$ cat src/rtl/cap_walker_pkg.sv
package cap_walker_pkg;

   typedef enum logic [2:0] {
      CW_IDLE    = 3'd0,
      CW_RD_STS  = 3'd1,
      CW_RD_HEAD = 3'd2,
      CW_EVAL    = 3'd3,
      CW_RD_ID   = 3'd4,
      CW_RD_LINK = 3'd5
   } cw_state_e;

   typedef struct packed {
      logic       hit;
      logic [7:0] ofs;
   } cw_result_t;

endpackage

$ cat src/rtl/cap_walker_rdport.sv
module cap_walker_rdport #(
   parameter int AW = 8,
   parameter int DW = 8
) (
   input  logic          clk,
   input  logic          rst_n,
   input  logic          issue,
   input  logic [AW-1:0] issue_addr,
   output logic          rd_req,
   output logic [AW-1:0] rd_addr,
   input  logic          rd_valid,
   input  logic [DW-1:0] rd_data,
   output logic          rsp_valid,
   output logic [DW-1:0] rsp_data
);
   logic          req_q;
   logic [AW-1:0] addr_q;

   always_ff @(posedge clk) begin
      if (!rst_n) begin
         req_q  <= 1'b0;
         addr_q <= '0;
      end else begin
         if (issue) begin
            req_q  <= 1'b1;
            addr_q <= issue_addr;
         end else if (rd_valid) begin
            req_q  <= 1'b0;
         end
      end
   end

   assign rd_req    = req_q;
   assign rd_addr   = addr_q;
   assign rsp_valid = req_q & rd_valid;
   assign rsp_data  = rd_data;

   // a pending request is held with its address until answered
   a_r10_hold_request: assert property (@(posedge clk) disable iff (!rst_n)
      (rd_req && !rd_valid) |=> (rd_req && $stable(rd_addr)));

endmodule

$ cat src/rtl/cap_walker_hopctr.sv
module cap_walker_hopctr #(
   parameter int MAX_HOPS = 48
) (
   input  logic clk,
   input  logic rst_n,
   input  logic clr,
   input  logic inc,
   output logic limit
);
   localparam int CW = $clog2(MAX_HOPS + 1);
   localparam logic [CW-1:0] LIM = CW'(MAX_HOPS);

   logic [CW-1:0] cnt;

   always_ff @(posedge clk) begin
      if (!rst_n)      cnt <= '0;
      else if (clr)    cnt <= '0;
      else if (inc)    cnt <= cnt + CW'(1);
   end

   assign limit = (cnt == LIM);

   // the visit counter never passes the budget
   a_r9_hop_bound: assert property (@(posedge clk) disable iff (!rst_n)
      cnt <= LIM);

   // no visit is started once the budget is spent
   a_r9_no_inc_at_limit: assert property (@(posedge clk) disable iff (!rst_n)
      limit |-> !inc);

endmodule

$ cat src/rtl/cap_walker_ptrchk.sv
module cap_walker_ptrchk #(
   parameter int AW         = 8,
   parameter int ALIGN_BITS = 2,
   parameter int MIN_PTR    = 'h40
) (
   input  logic [AW-1:0] raw,
   output logic [AW-1:0] aligned,
   output logic          below
);
   localparam logic [AW-1:0] FLOOR = AW'(MIN_PTR);

   generate
      if (ALIGN_BITS == 0) begin : g_noalign
         assign aligned = raw;
      end else begin : g_align
         assign aligned = {raw[AW-1:ALIGN_BITS], {ALIGN_BITS{1'b0}}};
      end
   endgenerate

   assign below = (aligned < FLOOR);

endmodule

$ cat src/rtl/cap_walker.sv
module cap_walker
   import cap_walker_pkg::*;
#(
   parameter int AW          = 8,
   parameter int DW          = 8,
   parameter int STS_OFS     = 'h06,
   parameter int STS_BIT     = 4,
   parameter int HEAD_OFS    = 'h34,
   parameter int MIN_PTR     = 'h40,
   parameter int ALIGN_BITS  = 2,
   parameter int MAX_HOPS    = 48,
   parameter int END_ID      = 'hFF,
   parameter int LINK_DELTA  = 1
) (
   input  logic          clk,
   input  logic          rst_n,
   input  logic          req_valid,
   input  logic [DW-1:0] req_id,
   output logic          busy,
   output logic          done,
   output logic          found,
   output logic [AW-1:0] cap_ofs,
   output logic          rd_req,
   output logic [AW-1:0] rd_addr,
   input  logic          rd_valid,
   input  logic [DW-1:0] rd_data
);
   localparam logic [AW-1:0] A_STS  = AW'(STS_OFS);
   localparam logic [AW-1:0] A_HEAD = AW'(HEAD_OFS);
   localparam logic [DW-1:0] ID_END = DW'(END_ID);
   localparam logic [AW-1:0] DELTA  = AW'(LINK_DELTA);
   localparam logic [AW-1:0] FLOOR  = AW'(MIN_PTR);

   generate
      if (STS_BIT >= DW) begin : g_bad_bit
         $error("cap_walker: STS_BIT outside the data byte");
      end
      if (ALIGN_BITS >= AW) begin : g_bad_align
         $error("cap_walker: ALIGN_BITS too wide");
      end
      if (MIN_PTR >= (1 << AW)) begin : g_bad_floor
         $error("cap_walker: MIN_PTR not addressable");
      end
      if (MAX_HOPS < 1) begin : g_bad_hops
         $error("cap_walker: MAX_HOPS must be positive");
      end
   endgenerate

   cw_state_e     st, st_nxt;
   logic [DW-1:0] tgt_q;
   logic [AW-1:0] ptr_q;
   logic [AW-1:0] node_q;
   cw_result_t    res_q, res_nxt;
   logic          done_q;

   logic          issue;
   logic [AW-1:0] issue_addr;
   logic          rsp_valid;
   logic [DW-1:0] rsp_data;
   logic          hop_clr, hop_inc, hop_limit;
   logic [AW-1:0] ptr_aligned;
   logic          ptr_below;
   logic          ptr_load, node_load, fin;

   cap_walker_rdport #(.AW(AW), .DW(DW)) u_rdport (
      .clk        (clk),
      .rst_n      (rst_n),
      .issue      (issue),
      .issue_addr (issue_addr),
      .rd_req     (rd_req),
      .rd_addr    (rd_addr),
      .rd_valid   (rd_valid),
      .rd_data    (rd_data),
      .rsp_valid  (rsp_valid),
      .rsp_data   (rsp_data)
   );

   cap_walker_hopctr #(.MAX_HOPS(MAX_HOPS)) u_hops (
      .clk   (clk),
      .rst_n (rst_n),
      .clr   (hop_clr),
      .inc   (hop_inc),
      .limit (hop_limit)
   );

   cap_walker_ptrchk #(.AW(AW), .ALIGN_BITS(ALIGN_BITS), .MIN_PTR(MIN_PTR)) u_ptr (
      .raw     (ptr_q),
      .aligned (ptr_aligned),
      .below   (ptr_below)
   );

   always_comb begin
      st_nxt     = st;
      issue      = 1'b0;
      issue_addr = '0;
      hop_clr    = 1'b0;
      hop_inc    = 1'b0;
      ptr_load   = 1'b0;
      node_load  = 1'b0;
      fin        = 1'b0;
      res_nxt    = '0;
      unique case (st)
         CW_IDLE: begin
            if (req_valid) begin
               issue      = 1'b1;
               issue_addr = A_STS;
               hop_clr    = 1'b1;
               st_nxt     = CW_RD_STS;
            end
         end
         CW_RD_STS: begin
            if (rsp_valid) begin
               if (rsp_data[STS_BIT]) begin
                  issue      = 1'b1;
                  issue_addr = A_HEAD;
                  st_nxt     = CW_RD_HEAD;
               end else begin
                  fin    = 1'b1;
                  st_nxt = CW_IDLE;
               end
            end
         end
         CW_RD_HEAD, CW_RD_LINK: begin
            if (rsp_valid) begin
               ptr_load = 1'b1;
               st_nxt   = CW_EVAL;
            end
         end
         CW_EVAL: begin
            if (ptr_below || hop_limit) begin
               fin    = 1'b1;
               st_nxt = CW_IDLE;
            end else begin
               issue      = 1'b1;
               issue_addr = ptr_aligned;
               hop_inc    = 1'b1;
               node_load  = 1'b1;
               st_nxt     = CW_RD_ID;
            end
         end
         CW_RD_ID: begin
            if (rsp_valid) begin
               if (rsp_data == ID_END) begin
                  fin    = 1'b1;
                  st_nxt = CW_IDLE;
               end else if (rsp_data == tgt_q) begin
                  fin         = 1'b1;
                  res_nxt.hit = 1'b1;
                  res_nxt.ofs = node_q;
                  st_nxt      = CW_IDLE;
               end else begin
                  issue      = 1'b1;
                  issue_addr = node_q + DELTA;
                  st_nxt     = CW_RD_LINK;
               end
            end
         end
         default: st_nxt = CW_IDLE;
      endcase
   end

   always_ff @(posedge clk) begin
      if (!rst_n) begin
         st     <= CW_IDLE;
         tgt_q  <= '0;
         ptr_q  <= '0;
         node_q <= '0;
         res_q  <= '0;
         done_q <= 1'b0;
      end else begin
         st     <= st_nxt;
         done_q <= fin;
         if (st == CW_IDLE && req_valid) tgt_q  <= req_id;
         if (ptr_load)                   ptr_q  <= rsp_data[AW-1:0];
         if (node_load)                  node_q <= ptr_aligned;
         if (fin)                        res_q  <= res_nxt;
      end
   end

   assign busy    = (st != CW_IDLE);
   assign done    = done_q;
   assign found   = res_q.hit;
   assign cap_ofs = res_q.ofs;

   // an accepted request raises busy on the next cycle
   a_r2_busy_after_accept: assert property (@(posedge clk) disable iff (!rst_n)
      (!busy && req_valid) |=> busy);

   // the walk ends with a result strobe
   a_r11_fall_gives_done: assert property (@(posedge clk) disable iff (!rst_n)
      $fell(busy) |-> done);

   // the strobe lasts a single cycle
   a_r11_done_single: assert property (@(posedge clk) disable iff (!rst_n)
      done |=> !done);

   // a reported hit is aligned and outside the header
   a_r5_hit_aligned: assert property (@(posedge clk) disable iff (!rst_n)
      (done && found) |-> (cap_ofs[ALIGN_BITS-1:0] == '0 && cap_ofs >= FLOOR));

   // a miss reports a zero offset
   a_r11_miss_zero: assert property (@(posedge clk) disable iff (!rst_n)
      (done && !found) |-> (cap_ofs == '0));

   // reads happen only during a walk
   a_r10_req_in_walk: assert property (@(posedge clk) disable iff (!rst_n)
      rd_req |-> busy);

   // results are stable between strobes
   a_r11_result_held: assert property (@(posedge clk) disable iff (!rst_n)
      (!done && !$past(fin)) |-> ($stable(found) && $stable(cap_ofs)));

endmodule

$ cat config.mk
export PLATFORM = sky130hd
export DESIGN_NAME = cap_walker
export DESIGN_NICKNAME = d
export VERILOG_FILES = /design/src/rtl/cap_walker_pkg.sv /design/src/rtl/cap_walker_rdport.sv /design/src/rtl/cap_walker_hopctr.sv /design/src/rtl/cap_walker_ptrchk.sv /design/src/rtl/cap_walker.sv
export SDC_FILE = /design/constraint.sdc
export NUM_CORES = 1
export LEC_CHECK = 0
export ABC_AREA = 1
export CORE_MARGIN = 1
export CORE_UTILIZATION = 40
export CTS_CLUSTER_DIAMETER = 40
export DETAILED_ROUTE_END_ITERATION = 10
export SYNTH_ARGS = -nofsm -noshare
export SYNTH_HDL_FRONTEND = slang
export SYNTH_SLANG_ARGS = --single-unit
$ cat constraint.sdc
create_clock -name clk -period 2.8 [get_ports clk]
set_input_delay 0.7 -clock clk [delete_from_list [all_inputs] [get_ports clk]]
set_output_delay 0.7 -clock clk [all_outputs]
set_load 0.005 [all_outputs]
==> metrics.md <==
| Metric | Value |
|---|---|
| CTS tree | built |
| Yosys cell types | 31 |
| Placed inst area | 2610 um2 |
| Setup WS post-layout | 0.565 ns |
| WP data required | 2.10 ns |
| Most common cell in the netlist | nand2_1 |
| Detailed placement HPWL | 3480 um |
| Synth-to-Final Area Change | 23.3% |
| Final standard cell area without fillers | 2700 um2 |
| # H-tree levels | 2 |
| P_leak | 1.04 nW |
| Area of the multi-input gates | 1080 um2 |
| Die footprint | 5780 um2 |
| Top cell type's share of synthesized area | 0.420 |
| Post-synthesis sequential area ratio | 0.420 |
| Main synth FF type | dfxtp_1 |
| Initial antenna violation count | 0 |
| Hold Crit Class | reg -> reg |
| Cell taking the most area after synthesis | dfxtp_1 |
| Kind of critical path | reg -> out |
| Maximum vdd drop | 0.000310 V |
| Reg clk slew, reported paths | 0.09 ns |
| Ratio of cells with drive above 1 in the final layout | 0.112 |
| Warnings, synthesis | 0 |
| RSZ-0062 raised after global routing | false |
| Fin crit period | 2.23 ns |
| Critical Path AT | 1.53 ns |
| Setup TNS | 0 ns |
| Worst-Margin Slew | 0.516 ns |
| Largest net degree at the start of global routing | 30 |
| Vias in the first global route | 1811 |
| DRC | 0 |
| Final core occ | 0.519 |
| Starting Density | 0.421 |
| Io pins | 40 |
| Final Net Count | 361 |
| Layout fillers | 525 |
| Die W | 76.0 um |
| Max-slew headroom | 0.655 |
| Crit Path Max Fanout | 5 |
| Max_cap viols | 0 |
| Placed insts | 402 |
| Fmax | 447 MHz |
| Postcts setup bufs | 0 |
| Wirelength per Cell | 11.4 um |
| Vias per cell | 4.77 |
| DR pass1 iterations | 4 |
| Crit start category | flop |
| Row cnt | 26 |
| CTS Buf Count | 5 |
| Largest cells by area after synthesis | dfxtp_1 (42%), nand2_1 (13%), a21oi_1 (8.2%) |
| Total design power | 1.55 mW |
| Clock Path Buffers | 2 |
| Outcome | finished clean |
| Endpoints failing setup | 0 |
| Post-Route WL | 4680 um |
| Clock Skews | 0.00626 ns |
| PostCTS Resize Cnt | 0 |
| Max Slew Vio Count | 0 |
| Final GP Congestion | 0.872 |
| First-pass GRT wire length | 8290 um |
| Post-synth EDFFs | 0 |
| Post-route ant nets | 0 |
| FF+latch count, synth | 46 |
| Register area | 921 um2 |
| Final period utilization | 0.798 |
| Cells after Synth | 302 |
| Ys async rst share | 0 |
| Fin Hold WS | 0.463 ns |
| Mean Syn Cell Area | 7.26 um2 |
| Clk sinks | 46 |
| Synth top cells by count | nand2_1 (76), dfxtp_1 (46), a21oi_1 (36), inv_1 (31), nand3_1 (30) |
| Final cell count without fillers | 410 |
| Root Buffer | clkbuf_8 |
| Clock Latency Late Sink | 0.30 ns |
| Cell Pwr Density | 574 nW/um2 |
| Buffers on Ports | 37 |
| Routed vias | 1957 |
| DRT iter0 DRCs | 126 |
| Core Region | 5200 um2 |
| GR Overflow Total | 0 |
| Placement Setup Slack | 0.411 ns |
| Final hold vios | 0 |
| CP endpoint kind | primary output |
| # diodes | 0 |
| # hold bufs at CTS | 0 |
| Gr usage total | 0.178 |
| Netlist Area Pre-Place | 2190 um2 |
| DIE HEIGHT | 76.0 um |
-- cell families after synthesis --
family,share of synthesized area
compound gates,0.143
xor+xnor,0.0200
fa+ha+maj,0.0114
buf+inv,0.0885
flops,0.420
other cells,0.00171
simple gates,0.316
-- per-layer routing --
layer | wire length (um) | up-vias | GRT usage
met5 | 0 | - | 0
met4 | 91 | 0 | 0.0654
met3 | 196 | 9 | 0.0359
met2 | 1980 | 44 | 0.278
met1 | 2410 | 860 | 0.242
li1 | - | 1044 | -
-- worst max-delay path, cell delays in order (launching register included) --
cell,delay [ns]
dfxtp_1,0.47
inv_2,0.10
nand2_2,0.14
clkdlybuf4s50_1,0.53
-- path summary, 6_finish.rpt --
| path | slack [ns] | start | to | cells after the start |
|---|---|---|---|---|
| max reg2reg | 0.73 | u_hops.cnt[0]$_SDFFE_PP0P_ | u_hops.cnt[5]$_SDFFE_PP0P_ | 12 |
| min | 0.46 | ptr_q[2]$_SDFFE_PN0P_ | ptr_q[2]$_SDFFE_PN0P_ | 2 |
| min reg2reg | 0.46 | ptr_q[2]$_SDFFE_PN0P_ | ptr_q[2]$_SDFFE_PN0P_ | 2 |
| max | 0.57 | st[2]$_SDFFE_PN0P_ | busy | 3 |
-- cells in the final DEF (no fill, tap or decap), drive strengths merged --
cell           Yosys  layout
a211oi             1       1
a21oi             40      40
buf                5       1
clkbuf             4       5
clkdlybuf4s50      0      37
clkinv             2       3
clkinvlp           0       1
conb               1       2
dfxtp             46      46
ha                 2       2
inv               36      37
nand2             82      82
nand3             32      32
nand4              3       3
nor2              23      23
nor3               4       4
o21a               1       1
o21ai             15      15
xnor2              5       5
-- registers in the layout, indices dropped and copies added (netlist names) --
| signal | flops |
|---|---|
| tgt_q | 8 |
| u_rdport.rd_addr | 8 |
| cap_ofs | 6 |
| node_q | 6 |
| ptr_q | 6 |
| u_hops.cnt | 6 |
| st | 3 |
| done | 1 |
| found | 1 |
| u_rdport.rd_req | 1 |
-- cell type report --
cell class / count / area share
multi-input combinational: 210 / 0.400
timing repair buffer: 38 / 0.140
clock inverter: 3 / 0.00925
clock buffer: 5 / 0.0255
sequential: 46 / 0.341
inverter: 38 / 0.0528
tap: 70 / 0.0324
-- report_power, final --
group          switching (mW)  internal [mW]  total (mW)
clock network           0.241          0.180       0.422
registers              0.0390          0.706       0.745
logic                   0.229          0.156       0.385
total                   0.510           1.04        1.55
Power figures use the tool's default switching activity.
